--- src/rtl/cpxfer_pkg.sv ---
package cpxfer_pkg;

    typedef enum logic [2:0] {
        EA_DREG    = 3'd0,
        EA_AREG    = 3'd1,
        EA_IND     = 3'd2,
        EA_POSTINC = 3'd3,
        EA_PREDEC  = 3'd4,
        EA_DISP    = 3'd5,
        EA_ABS     = 3'd6,
        EA_IMM     = 3'd7
    } ea_mode_e;

    typedef enum logic [2:0] {
        CL_CTRL   = 3'd0,
        CL_ALT    = 3'd1,
        CL_MEMALT = 3'd2,
        CL_DATALT = 3'd3,
        CL_DATA   = 3'd4,
        CL_MEM    = 3'd5,
        CL_ANY    = 3'd6,
        CL_NONE   = 3'd7
    } ea_class_e;

    typedef enum logic [3:0] {
        S_IDLE,
        S_CHECK,
        S_ABORT,
        S_TRAP,
        S_PRE,
        S_FETCH,
        S_STORE,
        S_POST,
        S_DONE
    } seq_state_e;

    // bit i set: addressing mode i belongs to the class
    function automatic logic [7:0] class_mask(input ea_class_e c);
        logic [7:0] m;
        unique case (c)
            CL_CTRL:   m = 8'b0110_0100;
            CL_ALT:    m = 8'b0111_1111;
            CL_MEMALT: m = 8'b0111_1100;
            CL_DATALT: m = 8'b0111_1101;
            CL_DATA:   m = 8'b1111_1101;
            CL_MEM:    m = 8'b1111_1100;
            CL_ANY:    m = 8'b1111_1111;
            default:   m = 8'b0000_0000;
        endcase
        return m;
    endfunction

endpackage

--- src/rtl/cpxfer_legal.sv ---
module cpxfer_legal
    import cpxfer_pkg::*;
#(
    parameter int LW = 8
) (
    input  logic [2:0]    cls,
    input  logic [2:0]    mode,
    input  logic [LW-1:0] len,
    input  logic          dir,
    output logic          ok
);
    logic [7:0] mask;
    logic       class_ok;
    logic       len_ok;
    ea_mode_e   m;

    always_comb begin
        m        = ea_mode_e'(mode);
        mask     = class_mask(ea_class_e'(cls));
        class_ok = mask[mode];
        if (len == '0) begin
            len_ok = 1'b0;
        end else if (m == EA_DREG || m == EA_AREG) begin
            len_ok = (len == LW'(1)) || (len == LW'(2)) || (len == LW'(4));
        end else if (m == EA_IMM) begin
            len_ok = ((len == LW'(1)) || !len[0]) && !dir;
        end else begin
            len_ok = 1'b1;
        end
        ok = class_ok && len_ok;
    end

endmodule

--- src/rtl/cpxfer_step.sv ---
module cpxfer_step
    import cpxfer_pkg::*;
#(
    parameter int LW = 8
) (
    input  logic [2:0]    mode,
    input  logic [2:0]    regno,
    input  logic [LW-1:0] len,
    output logic          pre,
    output logic          post,
    output logic [LW-1:0] amt
);
    localparam logic [2:0] SP_NUM = 3'd7;

    always_comb begin
        pre  = (ea_mode_e'(mode) == EA_PREDEC);
        post = (ea_mode_e'(mode) == EA_POSTINC);
        amt  = ((regno == SP_NUM) && (len == LW'(1))) ? LW'(2) : len;
    end

endmodule

--- src/rtl/cpxfer_beat.sv ---
module cpxfer_beat #(
    parameter int LW = 8,
    parameter int BB = 4,
    localparam int SW = $clog2(BB) + 1
) (
    input  logic [LW-1:0] rem,
    output logic [SW-1:0] size,
    output logic          last
);
    always_comb begin
        if (rem >= LW'(BB)) begin
            size = SW'(BB);
        end else begin
            size = rem[SW-1:0];
        end
        last = (rem <= LW'(BB));
    end

endmodule

--- src/rtl/cpxfer_seq.sv ---
module cpxfer_seq
    import cpxfer_pkg::*;
#(
    parameter int LW = 8,
    parameter int DW = 32,
    localparam int BB = DW / 8,
    localparam int SW = $clog2(BB) + 1
) (
    input  logic          clk,
    input  logic          rst_n,
    input  logic          prim_valid,
    input  logic          prim_dir,
    input  logic [2:0]    prim_class,
    input  logic [LW-1:0] prim_len,
    input  logic [2:0]    ea_mode,
    input  logic [2:0]    ea_reg,
    output logic          prim_take,
    output logic          mem_req,
    output logic          mem_we,
    input  logic [DW-1:0] mem_rdata,
    output logic [DW-1:0] mem_wdata,
    input  logic          mem_ack,
    output logic          reg_req,
    output logic          reg_we,
    output logic [3:0]    reg_sel,
    input  logic [DW-1:0] reg_rdata,
    output logic [DW-1:0] reg_wdata,
    input  logic          reg_ack,
    output logic          opd_rd_req,
    input  logic [DW-1:0] opd_rdata,
    input  logic          opd_rd_ack,
    output logic          opd_wr_req,
    output logic [DW-1:0] opd_wdata,
    input  logic          opd_wr_ack,
    output logic [SW-1:0] beat_size,
    output logic [LW-1:0] beat_off,
    output logic          areg_upd,
    output logic          areg_dec,
    output logic [2:0]    areg_sel,
    output logic [LW-1:0] areg_amt,
    output logic          ctl_abort,
    output logic          trap,
    output logic          done
);
    seq_state_e    state_q, state_d;

    logic          dir_q;
    logic [2:0]    cls_q;
    logic [LW-1:0] len_q;
    logic [2:0]    mode_q;
    logic [2:0]    reg_q;
    logic [LW-1:0] off_q;
    logic [DW-1:0] buf_q;

    logic          legal;
    logic          pre_mode;
    logic          post_mode;
    logic [LW-1:0] step_amt;
    logic [SW-1:0] bsize;
    logic          blast;
    logic          regdir;
    logic          src_ack;
    logic          dst_ack;
    logic [DW-1:0] src_data;

    cpxfer_legal #(.LW(LW)) u_legal (
        .cls  (cls_q),
        .mode (mode_q),
        .len  (len_q),
        .dir  (dir_q),
        .ok   (legal)
    );

    cpxfer_step #(.LW(LW)) u_step (
        .mode  (mode_q),
        .regno (reg_q),
        .len   (len_q),
        .pre   (pre_mode),
        .post  (post_mode),
        .amt   (step_amt)
    );

    cpxfer_beat #(.LW(LW), .BB(BB)) u_beat (
        .rem  (len_q - off_q),
        .size (bsize),
        .last (blast)
    );

    assign regdir   = (ea_mode_e'(mode_q) == EA_DREG) || (ea_mode_e'(mode_q) == EA_AREG);
    assign src_ack  = dir_q ? opd_rd_ack : (regdir ? reg_ack : mem_ack);
    assign dst_ack  = dir_q ? (regdir ? reg_ack : mem_ack) : opd_wr_ack;
    assign src_data = dir_q ? opd_rdata : (regdir ? reg_rdata : mem_rdata);

    // state register
    always_ff @(posedge clk or negedge rst_n) begin
        if (!rst_n) begin
            state_q <= S_IDLE;
        end else begin
            state_q <= state_d;
        end
    end

    // latched request and beat datapath
    always_ff @(posedge clk or negedge rst_n) begin
        if (!rst_n) begin
            dir_q  <= 1'b0;
            cls_q  <= '0;
            len_q  <= '0;
            mode_q <= '0;
            reg_q  <= '0;
            off_q  <= '0;
            buf_q  <= '0;
        end else begin
            if (prim_take) begin
                dir_q  <= prim_dir;
                cls_q  <= prim_class;
                len_q  <= prim_len;
                mode_q <= ea_mode;
                reg_q  <= ea_reg;
                off_q  <= '0;
            end
            if (state_q == S_FETCH && src_ack) begin
                buf_q <= src_data;
            end
            if (state_q == S_STORE && dst_ack) begin
                off_q <= off_q + LW'(bsize);
            end
        end
    end

    // next state
    always_comb begin
        state_d = state_q;
        unique case (state_q)
            S_IDLE:  if (prim_valid) state_d = S_CHECK;
            S_CHECK: begin
                if (!legal)        state_d = S_ABORT;
                else if (pre_mode) state_d = S_PRE;
                else               state_d = S_FETCH;
            end
            S_ABORT: state_d = S_TRAP;
            S_TRAP:  state_d = S_IDLE;
            S_PRE:   state_d = S_FETCH;
            S_FETCH: if (src_ack) state_d = S_STORE;
            S_STORE: begin
                if (dst_ack) begin
                    if (!blast)         state_d = S_FETCH;
                    else if (post_mode) state_d = S_POST;
                    else                state_d = S_DONE;
                end
            end
            S_POST:  state_d = S_DONE;
            S_DONE:  state_d = S_IDLE;
            default: state_d = S_IDLE;
        endcase
    end

    // outputs
    always_comb begin
        prim_take  = 1'b0;
        mem_req    = 1'b0;
        mem_we     = 1'b0;
        reg_req    = 1'b0;
        reg_we     = 1'b0;
        opd_rd_req = 1'b0;
        opd_wr_req = 1'b0;
        areg_upd   = 1'b0;
        areg_dec   = 1'b0;
        ctl_abort  = 1'b0;
        trap       = 1'b0;
        done       = 1'b0;
        unique case (state_q)
            S_IDLE:  prim_take = prim_valid;
            S_ABORT: ctl_abort = 1'b1;
            S_TRAP:  trap = 1'b1;
            S_PRE: begin
                areg_upd = 1'b1;
                areg_dec = 1'b1;
            end
            S_FETCH: begin
                if (dir_q)       opd_rd_req = 1'b1;
                else if (regdir) reg_req = 1'b1;
                else             mem_req = 1'b1;
            end
            S_STORE: begin
                if (!dir_q) begin
                    opd_wr_req = 1'b1;
                end else if (regdir) begin
                    reg_req = 1'b1;
                    reg_we  = 1'b1;
                end else begin
                    mem_req = 1'b1;
                    mem_we  = 1'b1;
                end
            end
            S_POST:  areg_upd = 1'b1;
            S_DONE:  done = 1'b1;
            default: ;
        endcase
    end

    assign reg_sel   = {mode_q[0], reg_q};
    assign mem_wdata = buf_q;
    assign reg_wdata = buf_q;
    assign opd_wdata = buf_q;
    assign beat_size = bsize;
    assign beat_off  = off_q;
    assign areg_sel  = reg_q;
    assign areg_amt  = step_amt;

endmodule

--- config.mk ---
export PLATFORM = sky130hd
export DESIGN_NAME = cpxfer_seq
export DESIGN_NICKNAME = d
export VERILOG_FILES = /design/src/rtl/cpxfer_pkg.sv /design/src/rtl/cpxfer_legal.sv /design/src/rtl/cpxfer_step.sv /design/src/rtl/cpxfer_beat.sv /design/src/rtl/cpxfer_seq.sv
export SDC_FILE = /design/constraint.sdc
export NUM_CORES = 1
export LEC_CHECK = 0
export ABC_AREA = 1
export BUFFER_PORTS_ARGS = -buffer_cell sky130_fd_sc_hd__buf_2
export CORE_ASPECT_RATIO = 1.1
export CORE_UTILIZATION = 45
export CTS_CLUSTER_SIZE = 30
export DETAILED_ROUTE_END_ITERATION = 7
export PLACE_DENSITY = 0.92
export SLEW_MARGIN = 20
export SYNTH_ARGS = -nofsm -noshare
export SYNTH_HDL_FRONTEND = slang
export SYNTH_SLANG_ARGS = --single-unit
--- constraint.sdc ---
create_clock -name clk -period 3.62 [get_ports clk]
set_clock_uncertainty 0.2 [all_clocks]
set_input_delay 0.543 -clock clk [delete_from_list [all_inputs] [get_ports clk]]
set_output_delay 0.543 -clock clk [all_outputs]
set_load 0.02 [all_outputs]
==> flow_summary.json, run 1 <==
{
  "status": "complete, but fails checks",
  "violations": "DRC",
  "cp.arrival_ns": 2.65,
  "portBuffers": 254,
  "setup_viol": 0,
  "ys_warn_count": 0,
  "netlist_area_um2": 4570,
  "hold_class": "in2async",
  "path_max_fanout": 7,
  "clock_latency_ns": 0.34,
  "grt_pass1_wl_mm": 22.2,
  "row_count": 38,
  "cts_resized": 0,
  "placed_area_um2": 5370,
  "cts-root-buf": "clkbuf_8",
  "place_congestion": 0.960,
  "ios": 255,
  "syn2layout_area_growth_pct": 21.9,
  "antenna_found_initial": 1,
  "startpoint_type": "flip-flop",
  "via_count": 4861,
  "period_share_pct": 93.7,
  "finalMaxSlewViolations": 0,
  "initial_core_util_pct": 46.3,
  "dp_hpwl_mm": 10.8,
  "detail-route-antenna-nets": 0,
  "finalCriticalPeriod_ns": 3.39,
  "cts_sinks": 62,
  "slew_headroom_pct": 57.6,
  "synthDistinctLibCells": 43,
  "rr_worst_depth": 19,
  "synth_cells": 606,
  "power.leakage_uw": 0.00293,
  "first_pass_iters": 7,
  "cts_buffers": 9,
  "tightest_slew_ns": 0.636,
  "cts_buffer_depth": 2,
  "hold_buffers": 0,
  "cts_tree": "yes",
  "design_area_um2": 5570,
  "path_class": "reg2out",
  "rsz0062_at_grt": "no",
  "reg2reg_slack_ns": 0.38,
  "grt_overflow": 0,
  "tns_ns": 0,
  "core_um2": 9890,
  "drt-initial-drc-count": 349,
  "wl_mm": 14.3,
  "syn_nets": 738,
  "r2r_end": "beat_off[5]",
  "grt_pass1_vias": 4495,
  "wire_per_inst_um": 15.9,
  "hold_viol": 0,
  "fin_nets": 907,
  "powerDensity_nw_per_um2": 1020,
  "die_w_um": 98.1,
  "postSynthAreaPerCell_um2": 7.55,
  "via_per_inst": 5.39,
  "n_fill_cell": 967,
  "postCtsSetupBuffers": 0,
  "irDropWorstVdd_uv": 683,
  "setup.worst_path.end_class": "output pin",
  "die_area_um2": 10600,
  "rr_startpoint": "len_q[0]",
  "drive_gt1_share_pct": 39.6,
  "grt_max_degree": 65,
  "h-tree-depth": 3,
  "fmax_mhz": 295,
  "ys_seq_area_share_pct": 33.9,
  "grt_usage_pct": 26.8,
  "drcViolationCount": 38,
  "ys_ff_latch": 62,
  "cp.required_ns": 2.88,
  "clkTransAtPathRegs_ns": 0.08,
  "drv_cap": 0,
  "die_y_um": 108
}
metrics by stage:
stage	worst slack (ns)	instances	utilization [%]	hold slack, ns	power [uW]
final	0.229	902	56.4	0.00310	5690
after global routing	0.0250	900	56.3	0.0325	6100
after detailed placement	0.447	884	54.3	0.306	5040
after floorplan	0.264	606	-	0.0474	4400
after global placement	0.593	884	54.3	0.289	4960
after CTS	0.231	900	56.3	0.0183	5700
logic make-up (layout without fill, tap and decap cells):
group	Yosys count	after routing	share of synthesized area (%)
xor gates and xnor gates	4	4	0.766
and+or+nand+nor	310	310	32.9
buffers and inverters	149	323	19.0
other	0	2	0
adders and majority gates	11	11	3.34
DFF	62	62	33.9
AOI/OAI and AO/OA	70	70	10.1
how the worst max path moves through the flow:
stage | from | end
2_1_floorplan | beat_off[0] | beat_off[7]
3_3_place_gp | beat_off[0] | beat_off[7]
6_report | len_q[0] | beat_size[1]
3_5_place_dp | len_q[0] | beat_off[5]
4_1_cts | len_q[0] | beat_size[1]
5_1_grt | len_q[0] | beat_size[1]
synthesized netlist by cell type:
| cell | count | area [um^2] |
|---|---|---|
| clkinv_1 | 1 | 3.75 |
| o21ai_0 | 18 | 90.1 |
| inv_4 | 1 | 6.26 |
| nand3_2 | 3 | 30.0 |
| o21a_1 | 32 | 240 |
| nor3b_1 | 1 | 7.51 |
| nand3_1 | 87 | 435 |
| nand4_1 | 38 | 238 |
| o21ai_2 | 2 | 17.5 |
| inv_1 | 42 | 158 |
| xor2_1 | 1 | 8.76 |
| dfrtp_1 | 62 | 1550 |
| or2_2 | 1 | 6.26 |
| nand3_4 | 1 | 17.5 |
| buf_6 | 4 | 45.0 |
| xnor2_1 | 3 | 26.3 |
| a211oi_1 | 1 | 7.51 |
| buf_2 | 4 | 20.0 |
| a21oi_1 | 8 | 40.0 |
| a31oi_1 | 3 | 18.8 |
| nor2_2 | 4 | 25.0 |
| o211ai_1 | 1 | 7.51 |
| nor2_4 | 4 | 45.0 |
| buf_1 | 1 | 3.75 |
| nor3_2 | 1 | 10.0 |
| nor2_8 | 1 | 20.0 |
| nor2_1 | 24 | 90.1 |
| a31o_2 | 2 | 17.5 |
| inv_2 | 2 | 7.51 |
| a21oi_2 | 1 | 8.76 |
| o31ai_1 | 1 | 7.51 |
| o22ai_1 | 1 | 6.26 |
| nand2_1 | 130 | 488 |
| nand3b_1 | 1 | 7.51 |
| or2_4 | 1 | 8.76 |
| and2_1 | 2 | 12.5 |
| buf_4 | 72 | 541 |
| nand2_2 | 6 | 37.5 |
| fa_1 | 2 | 40.0 |
| or2_1 | 2 | 12.5 |
| nor3_1 | 3 | 15.0 |
| clkbuf_1 | 22 | 82.6 |
| ha_1 | 9 | 113 |
metal layers:
layer  global-route usage, %  share of wire, %  wire length (um)
met1                    32.1                38              5510
met2                    44.0                47              6700
met3                    6.88                10              1440
met4                    14.7               4.6               663
met5                       0                 0                 0
final cells by class:
type                    instances  area, um^2  area share, %
multi-input cells             395        2160           38.7
flip-flops and latches         62        1550           27.8
repair buffers                261        1340           24.0
inverters                      46         175           3.14
well taps                     120         150           2.69
clock buffers                  10         138           2.47
clock inverters                 6        61.3           1.10
diodes                          2        5.00         0.0898
critical path: stages (launching register included):
cell and delay [ns]:
dfrtp_1 0.37, inv_1 0.13, ha_1 0.24, fa_1 0.40, inv_1 0.08, nand2_1 0.05, nand2_1 0.08, nand3_1 0.09
nand3_1 0.09, nand2_2 0.07, nor2_4 0.13, nand3_4 0.11, nor2_1 0.24, buf_2 0.22
report_power, final:
group	internal (uW)	leakage [uW]	switching (uW)
registers	1000	0.000753	364
logic	1210	0.00207	2490
clock network	334	0.000102	293
total	2550	0.00293	3150
cells in the final DEF (no fill, tap or decap), drive strengths merged:
cell type	n
o31ai	1
nor2	33
clkbuf	10
nand4	38
o211ai	1
a211oi	1
clkinvlp	1
buf	261
ha	9
a31oi	3
a21oi	9
nand2	136
nand3	91
o21ai	20
bufinv	1
nand3b	1
nor3	4
clkinv	4
diode	2
nor3b	1
a31o	2
fa	2
dfrtp	62
xnor2	3
xor2	1
o22ai	1
or2	4
inv	46
and2	2
o21a	32
state kept, by name, indices dropped and copies added, names as in the netlist:
name and flops:
areg_sel 3, beat_off 8, cls_q 3, dir_q 1
len_q 8, mem_wdata 32, mode_q 3, state_q 4
(Power assumes the default switching activity.)
==> run 2, diff against run 1 <==
- ABC_AREA: 1 -> not set
- PLACE_DENSITY: 0.92 -> 0.93
==> flow_summary.json, run 2 <==
{
  "setup_viol": 0,
  "cpMostUsedCell": "or4_4",
  "synth_area_leaders": "dfrtp_1 (35%), buf_4 (12%), nand2_1 (11%)",
  "ys_ff_latch": 62,
  "syn_nets": 721,
  "grt_max_degree": 65,
  "cts_buffer_depth": 2,
  "drcViolationCount": 0,
  "clock_latency_ns": 0.34,
  "cts_tree": "yes",
  "async_reset_ff_share_pct": 100,
  "portBuffers": 254,
  "setup.worst_path.end_class": "flip-flop",
  "crit_family": "simple AND/OR/NAND/NOR gates",
  "detail-route-antenna-nets": 0,
  "final_common_cell": "buf_2",
  "path_max_fanout": 6,
  "h-tree-depth": 3,
  "synth_edf_count": 0,
  "via_count": 4847,
  "synth_cells": 589,
  "whs_ns": 0.0122,
  "r2r_end": "beat_off[3]",
  "first_pass_iters": 7,
  "yosysMostFrequentCell": "nand2_1",
  "synthDistinctLibCells": 50,
  "drive_gt1_share_pct": 41.5,
  "die_w_um": 96.4,
  "row_count": 37,
  "via_per_inst": 5.43,
  "wl_mm": 14.0,
  "wire_per_inst_um": 15.7,
  "antenna_found_initial": 0,
  "synth_top_area_share_pct": 35.2,
  "crit_buf_inv": 1,
  "yosysTopAreaCell": "dfrtp_1",
  "fin_cells": 892,
  "core_um2": 9440,
  "insertedDiodeCount": 0,
  "power.leakage_uw": 0.00301,
  "rr_startpoint": "beat_off[2]",
  "grt_overflow": 0,
  "place_congestion": 0.897,
  "slew_headroom_pct": 60.8,
  "synth_commonest_cells": "nand2_1 (132), a21oi_1 (77), buf_4 (68)",
  "postSynthAreaPerCell_um2": 7.48,
  "powerDensity_nw_per_um2": 976,
  "final_cell_mix": "buf_2 (253), nand2_1 (132), a21oi_1 (74), dfrtp_1 (59), o21ai_0 (52)",
  "tightest_slew_ns": 0.588,
  "cp.required_ns": 3.68,
  "rr_worst_depth": 14,
  "ys.flop_type": "dfrtp_1",
  "ys_seq_area_share_pct": 35.2,
  "finalCriticalPeriod_ns": 3.54,
  "tns_ns": 0,
  "finalMaxSlewViolations": 0,
  "ys_warn_count": 0,
  "largest_register_ffs": 32,
  "die_y_um": 106,
  "grt_pass1_vias": 4196,
  "clkTransAtPathRegs_ns": 0.07,
  "cts_buffers": 9,
  "place_inst": 869,
  "ios": 255,
  "reg2reg_slack_ns": 0.08,
  "cp.arrival_ns": 3.60,
  "startpoint_type": "flip-flop",
  "cts-root-buf": "clkbuf_8",
  "die_area_um2": 10200,
  "drt-initial-drc-count": 248,
  "utilization_pct": 60.2,
  "drv_cap": 0,
  "cts_sinks": 62,
  "cp_cell_sequence": "inv_1 > ha_2 > o21ai_2 > a21oi_1 > or4_4 > o311ai_4 > nor3_4 > nand2b_4 > nor2_4 > ha_1 > nand3_1 > or4_4 > a21oi_4 > mux2i_1",
  "irDropWorstVdd_uv": 611,
  "period_share_pct": 97.8,
  "initial_core_util_pct": 46.7,
  "grt_pass1_wl_mm": 19.9,
  "critPathSlowestCell": "or4_4",
  "syn2layout_area_growth_pct": 29.0,
  "dp_hpwl_mm": 9.77,
  "netlist_area_um2": 4410,
  "path_class": "reg2reg",
  "hold_buffers": 0,
  "cp_slowest_stage_delay_ns": 0.57,
  "grt_usage_pct": 25.4,
  "status": "finished, final reports clean",
  "hold_class": "in2async",
  "fin_nets": 903,
  "fmax_mhz": 283,
  "hold_viol": 0,
  "critical_path_depth": 14
}
-- run 2: changes by cell type after synthesis, sizes merged, moves of 9 or more --
cell	previous run	this run
a21oi	9	77
nor3	4	14
clkbuf	22	38
buf	81	69
o21ai	20	75
inv	45	14
nand4	38	2
nand2b	0	9
o21a	32	1
nor2	33	21
nand3	91	9
-- run 2: area by class of cell --
cell class	count	area [um^2]
inverter	14	52.6
tap	117	146
clock inverter	3	21.3
fill	854	3760
sequential	62	1560
multi-input combinational	406	2300
clock buffer	12	155
timing repair buffer	278	1450
-- run 2: worst max-delay path by stage --
stage | start | endpoint | slack (ns)
floorplan | beat_off[0] | beat_off[3] | 0.02
global placement | beat_off[0] | beat_off[3] | 0.10
detailed placement | beat_off[0] | beat_off[3] | 0.0003
CTS | beat_off[0] | beat_off[7] | -0.01
global route | len_q[1] | beat_off[7] | -0.06
finish | beat_off[2] | beat_off[3] | 0.08
-- run 2: logic make-up (layout without fill, tap and decap cells) --
| family | after synthesis | count (layout) | share of synthesized area, % |
|---|---|---|---|
| AO/OA/AOI/OAI | 177 | 177 | 21.9 |
| XOR/XNOR | 7 | 7 | 1.39 |
| adder cells (fa/ha/maj) | 11 | 11 | 3.46 |
| buffers and inverters | 121 | 307 | 16.1 |
| flip-flops | 62 | 62 | 35.2 |
| multiplexers | 6 | 6 | 1.39 |
| AND/OR/NAND/NOR | 205 | 205 | 20.5 |
-- run 2: repair_timing --
| action | in CTS | in global routing |
|---|---|---|
| setup endpoints to repair | 1 | 4 |
| pin swaps | 0 | 9 |
| gates resized for setup | 1 | 23 |
| buffers inserted | 0 | 8 |
-- run 2: per-stage QoR --
step	total power [uW]	setup WS [ns]	cell area, um^2
after floorplan	4030	0.0221	4440
after global placement	4620	0.105	5320
after detailed placement	4700	0.000298	5320
after CTS	5270	-0.00963	5500
final	5550	0.0803	5690
after global routing	5960	-0.0623	5690
-- run 2: report_power, final --
| group | switching [uW] | leakage [uW] | total [uW] | internal [uW] |
|---|---|---|---|---|
| registers | 373 | 0.000795 | 1350 | 975 |
| logic | 2350 | 0.00212 | 3640 | 1290 |
| clock network | 276 | 0.0000884 | 559 | 283 |
-- run 2: per-layer routing --
layer	GRT usage (%)	up-vias	share of wire, %
met1	29.6	2260	39
met5	0	-	0
li1	-	2302	-
met4	6.83	0	2.0
met2	45.3	253	50
met3	6.49	32	9.2
